**src/rtl/tri_wire_cfg.sv**
```systemverilog
module tri_wire_cfg #(
  parameter int WORD_W  = 23,
  parameter int REF_W   = 14,
  parameter int N_W     = 11,
  parameter int A_W     = 7,
  parameter int MIN_REF = 3
) (
  input  logic             clk,
  input  logic             rst_n,
  input  logic             ser_data,
  input  logic             ser_clk,
  input  logic             ser_load,
  output logic [REF_W-1:0] lo_ref_div,
  output logic [1:0]       lo_ref_test,
  output logic             lo_ref_cp,
  output logic [REF_W-1:0] hi_ref_div,
  output logic [1:0]       hi_ref_test,
  output logic             hi_ref_cp,
  output logic [N_W-1:0]   lo_main_n,
  output logic [A_W-1:0]   lo_main_a,
  output logic [N_W-1:0]   hi_main_n,
  output logic [A_W-1:0]   hi_main_a
);
  localparam int REF_LSB = 4;
  localparam int CP_BIT  = REF_LSB + REF_W;
  localparam int A_LSB   = 2;
  localparam int N_LSB   = A_LSB + A_W;

  logic [2:0]        ck_q, ld_q;
  logic [1:0]        dq;
  logic [WORD_W-1:0] sr;
  logic              ck_rise, ld_rise;

  always_ff @(posedge clk or negedge rst_n)
    if (!rst_n) begin
      ck_q <= '0;
      ld_q <= '0;
      dq   <= '0;
    end else begin
      ck_q <= {ck_q[1:0], ser_clk};
      ld_q <= {ld_q[1:0], ser_load};
      dq   <= {dq[0], ser_data};
    end

  assign ck_rise = ck_q[1] & ~ck_q[2];
  assign ld_rise = ld_q[1] & ~ld_q[2];

  always_ff @(posedge clk or negedge rst_n)
    if (!rst_n)       sr <= '0;
    else if (ck_rise) sr <= {sr[WORD_W-2:0], dq[1]};

  logic             band, is_main, ref_ok;
  logic [REF_W-1:0] ref_val;
  logic             unused_bits;

  assign band        = sr[0];
  assign is_main     = sr[1];
  assign ref_val     = sr[REF_LSB +: REF_W];
  assign ref_ok      = ref_val >= REF_W'(MIN_REF);
  assign unused_bits = ^sr[WORD_W-1:N_LSB+N_W];

  logic [REF_W-1:0] ref_div [2];
  logic [1:0]       ref_tst [2];
  logic [1:0]       ref_cp;
  logic [N_W-1:0]   main_n  [2];
  logic [A_W-1:0]   main_a  [2];

  always_ff @(posedge clk or negedge rst_n)
    if (!rst_n) begin
      ref_cp <= '0;
      for (int i = 0; i < 2; i++) begin
        ref_div[i] <= '0;
        ref_tst[i] <= '0;
        main_n[i]  <= '0;
        main_a[i]  <= '0;
      end
    end else if (ld_rise) begin
      if (is_main) begin
        main_n[band] <= sr[N_LSB +: N_W];
        main_a[band] <= sr[A_LSB +: A_W];
      end else if (ref_ok) begin
        ref_div[band] <= ref_val;
        ref_tst[band] <= sr[3:2];
        ref_cp[band]  <= sr[CP_BIT];
      end
    end

  assign lo_ref_div  = ref_div[0];
  assign hi_ref_div  = ref_div[1];
  assign lo_ref_test = ref_tst[0];
  assign hi_ref_test = ref_tst[1];
  assign lo_ref_cp   = ref_cp[0];
  assign hi_ref_cp   = ref_cp[1];
  assign lo_main_n   = main_n[0];
  assign hi_main_n   = main_n[1];
  assign lo_main_a   = main_a[0];
  assign hi_main_a   = main_a[1];
endmodule

```
**config.mk**
```make
export PLATFORM = sky130hd
export DESIGN_NAME = tri_wire_cfg
export DESIGN_NICKNAME = d
export VERILOG_FILES = /design/src/rtl/tri_wire_cfg.sv
export SDC_FILE = /design/constraint.sdc
export NUM_CORES = 1
export LEC_CHECK = 0
export CORE_MARGIN = 4
export CORE_UTILIZATION = 48
export CTS_BUF_LIST = sky130_fd_sc_hd__clkbuf_8
export DETAILED_ROUTE_END_ITERATION = 16
export PLACE_DENSITY = 0.85
export REMOVE_ABC_BUFFERS = 1
export SETUP_SLACK_MARGIN = 0.15
export SKIP_LAST_GASP = 1
export SYNTH_ARGS = -nofsm -noshare
export SYNTH_HDL_FRONTEND = slang
export SYNTH_SLANG_ARGS = --single-unit
```
**constraint.sdc**
```tcl
create_clock -name clk -period 1.7 [get_ports clk]
set_input_delay 0.255 -clock clk [delete_from_list [all_inputs] [get_ports clk]]
set_output_delay 0.255 -clock clk [all_outputs]
set_load 0.05 [all_outputs]
```
==> flow_metrics.py <==
metrics = {
    "routing": {
        "drcViolationCount": 0,
        "first_pass_iters": 4,
        "drt_iter0_drc": 115,
        "wirelength_um": 7770,
        "antenna_left": 0,
        "viasPerCell": 5.05,
        "via_count": 2325,
        "avgRoutedWirePerCell_um": 16.9,
    },
    "sta": {
        "slew_headroom": 0.502,
        "worstMarginPinSlew_ps": 746,
        "grt_setup_unrepaired": "true",
        "tns_ps": -921,
        "finClkSkew_ps": 8.49,
        "hold_violations": 0,
        "slew_viol_final": 0,
        "maxClockFrequency_ghz": 0.564,
        "setup_slack_ps": -73.0,
        "min_period_ps": 1770,
        "finalCritPeriodShare": 1.04,
        "finalSetupViolations": 19,
    },
    "clock_tree": {
        "cts.clk_slew.worst_paths_ps": 80,
        "cts_tree": "built",
        "htree_levels": 3,
        "cts.sinks": 98,
        "worstSkewPairLatency_ps": 360,
        "cts_root_buf": "clkbuf_8",
        "cts_buffers": 9,
        "clock_path_buffers": 2,
    },
    "grt": {
        "grt_usage": 0.174,
        "grt-ovfl-total": 0,
        "grt_pass1_vias": 2315,
        "antenna_found_initial": 0,
        "grt_max_degree": 99,
        "grt_pass1_wl_um": 11900,
    },
    "power": {
        "ir_drop_uv": 856,
        "p_int_mw": 4.37,
        "swShare": 0.364,
        "power.share.combinational": 0.360,
        "pwr-share-clk": 0.213,
        "power_density_mw_per_mm2": 1390,
        "p_leak_nw": 2.72,
        "p_seq_frac": 0.427,
        "p_switching_mw": 2.50,
    },
    "logic_synthesis": {
        "synth.top_cells.by_area": "dfrtp_1 67%, mux2_2 18%, nand2_1 6.3%",
        "syn_inst": 251,
        "muxShareOfSynthArea": 0.225,
        "synth_top_family_by_area": "multiplexers",
        "syn-cell-area_mm2": 0.00366,
        "ys.warnings.count": 0,
        "synth_xor_area_frac": 0,
        "ys_ff_latch": 98,
        "syn_area_per_cell_um2": 14.6,
        "synth_compound_area_frac": 0,
        "yosysUniqueCellTypes": 17,
        "synth_fa_ha_area_frac": 0,
        "synth_top_cell_by_area": "dfrtp_1",
        "synthSimpleGateAreaFrac": 0.0844,
        "yosys.area.top_type_share": 0.670,
        "ys_seq_area_frac": 0.670,
    },
    "finish": {
        "syn_to_final_growth_pct": 34.8,
        "fin_area_mm2": 0.00494,
        "drive_gt1_frac": 0.535,
        "fin_nets": 363,
        "num_antenna_cells": 0,
    },
    "run_status": {
        "violations": "negative setup slack",
        "outcome": "complete, but fails checks",
    },
    "worst_hold_path": {
        "hp-class": "in -> reg",
    },
    "critical_path": {
        "worst-path-max-fanout": 8,
        "path_class": "reg -> reg",
        "crit_path_end_kind": "flip-flop",
        "start_kind": "flip-flop",
        "r2r_setup_slack_ps": -70,
        "cp.required_ps": 1940,
        "cp.arrival_ps": 2010,
    },
    "place": {
        "io_buffers": 74,
        "gp_congestion": 0.728,
        "placed_cell_area_mm2": 0.00453,
        "dp_hpwl_um": 5060,
    },
    "floorplanning": {
        "start_util": 0.500,
        "fp.coreArea_mm2": 0.00733,
        "die-area_mm2": 0.00909,
        "io_pins": 75,
        "die_y_um": 95.4,
        "fp-row-count": 31,
        "die_x_um": 95.4,
    },
    "flow_run": {
        "cap_violations": 0,
    },
}
## cells by family after synthesis
logic type	count (synthesis)
simple gates	72
buf+inv	11
mux	70
flops	98
## cell usage in the layout (no fill, tap or decap)
| cell type | Yosys | routed |
|---|---|---|
| nor4_2 | 0 | 2 |
| nand2_1 | 61 | 61 |
| or4b_4 | 0 | 1 |
| mux2_4 | 10 | 42 |
| nor4_1 | 3 | 1 |
| buf_12 | 1 | 2 |
| mux2_2 | 59 | 28 |
| clkbuf_8 | 0 | 11 |
| buf_8 | 0 | 1 |
| nor2b_1 | 1 | 1 |
| clkdlybuf4s50_1 | 0 | 3 |
| or4_4 | 0 | 1 |
| dlygate4sd3_1 | 0 | 1 |
| bufinv_16 | 0 | 1 |
| buf_6 | 2 | 8 |
| nand2b_1 | 2 | 1 |
| clkinv_2 | 0 | 2 |
| dfrtp_1 | 98 | 98 |
| and4_1 | 1 | 1 |
| buf_4 | 0 | 92 |
| nand2b_4 | 0 | 1 |
| nand4b_1 | 1 | 1 |
| nor3b_4 | 0 | 1 |
## cell usage after synthesis
master	instances
nor3b_1	1
mux2_1	1
or4b_1	1
nand2_1	61
nor2b_1	1
and4_1	1
clkbuf_1	6
or4_1	1
buf_2	2
buf_12	1
mux2_2	59
nor4_1	3
dfrtp_1	98
mux2_4	10
buf_6	2
nand4b_1	1
nand2b_1	2
## power by group through the flow
stage	Sequential (mW)	Combinational, mW	Clock, mW
floorplan	3.97	0.458	0
global placement	2.94	2.30	0
detailed placement	2.96	2.34	0
CTS	2.93	2.39	1.50
global route	2.97	2.60	1.58
finish	2.93	2.48	1.46
## metrics by stage
| stage | instances | hold slack [ps] | total power, mW | utilization | setup WS [ps] |
|---|---|---|---|---|---|
| final | 460 | 330 | 6.87 | 0.673 | -73.0 |
| after detailed placement | 443 | 335 | 5.30 | 0.618 | -84.5 |
| after CTS | 460 | 319 | 6.81 | 0.658 | -39.2 |
| after global placement | 443 | 333 | 5.24 | 0.618 | -2.61 |
| after global routing | 460 | 323 | 7.16 | 0.673 | -93.2 |
| after floorplan | 240 | -40.6 | 4.43 | - | -744 |
## worst max-delay path, stage by stage (launching register included)
cell and delay (ps):
dfrtp_1 380, nor4_2 60, and4_1 210, or4b_4 530, buf_6 180, mux2_4 300
## per-layer routing
| layer | GRT usage | share of wire | routed length [um] | vias to the layer above |
|---|---|---|---|---|
| met5 | 0 | 0 | 0 | - |
| met4 | 0.0649 | 0.011 | 82 | 0 |
| met3 | 0.0331 | 0.053 | 415 | 12 |
| met2 | 0.287 | 0.49 | 3800 | 62 |
| met1 | 0.230 | 0.45 | 3470 | 1187 |
| li1 | - | - | - | 1064 |
## final timing paths
| path | startpoint | endpoint | cells past startpoint |
|---|---|---|---|
| setup / recovery | sr[8] | hi_ref_div[12] | 5 |
| min in group asynchronous | rst_n | lo_main_n[5] | 3 |
| hold reg to reg | ck_q[0] | ck_q[1] | 0 |
| hold / removal | ser_data | dq[0] | 1 |
| max in group asynchronous | rst_n | lo_main_n[9] | 3 |
| setup reg to reg | sr[8] | hi_ref_div[12] | 5 |
## final cells by class
cell class	count	area (um2)
multi-input combinational	142	1290
sequential	98	2450
fill	530	2390
clock buffer	11	151
clock inverter	3	40.0
tap	99	124
timing repair buffer	107	876
## state kept, by name, summed over array words and instances, names as in the netlist
register / cells
sr: 20
hi_ref_div: 14
lo_ref_div: 14
hi_main_n: 11
lo_main_n: 11
hi_main_a: 7
lo_main_a: 7
ck_q: 3
ld_q: 3
dq: 2
hi_ref_test: 2
lo_ref_test: 2
ref_cp: 2
## timing repair
action | in CTS | in global routing
endpoints found under the hold margin | 98 | 0
resized for setup | 19 | 30
hold buffers | 1 | 0
setup endpoints to repair | 52 | 52
cloned | 1 | 0
pin swaps | 2 | 0
setup buffers | 1 | 0
Power figures use the tool's default switching activity.
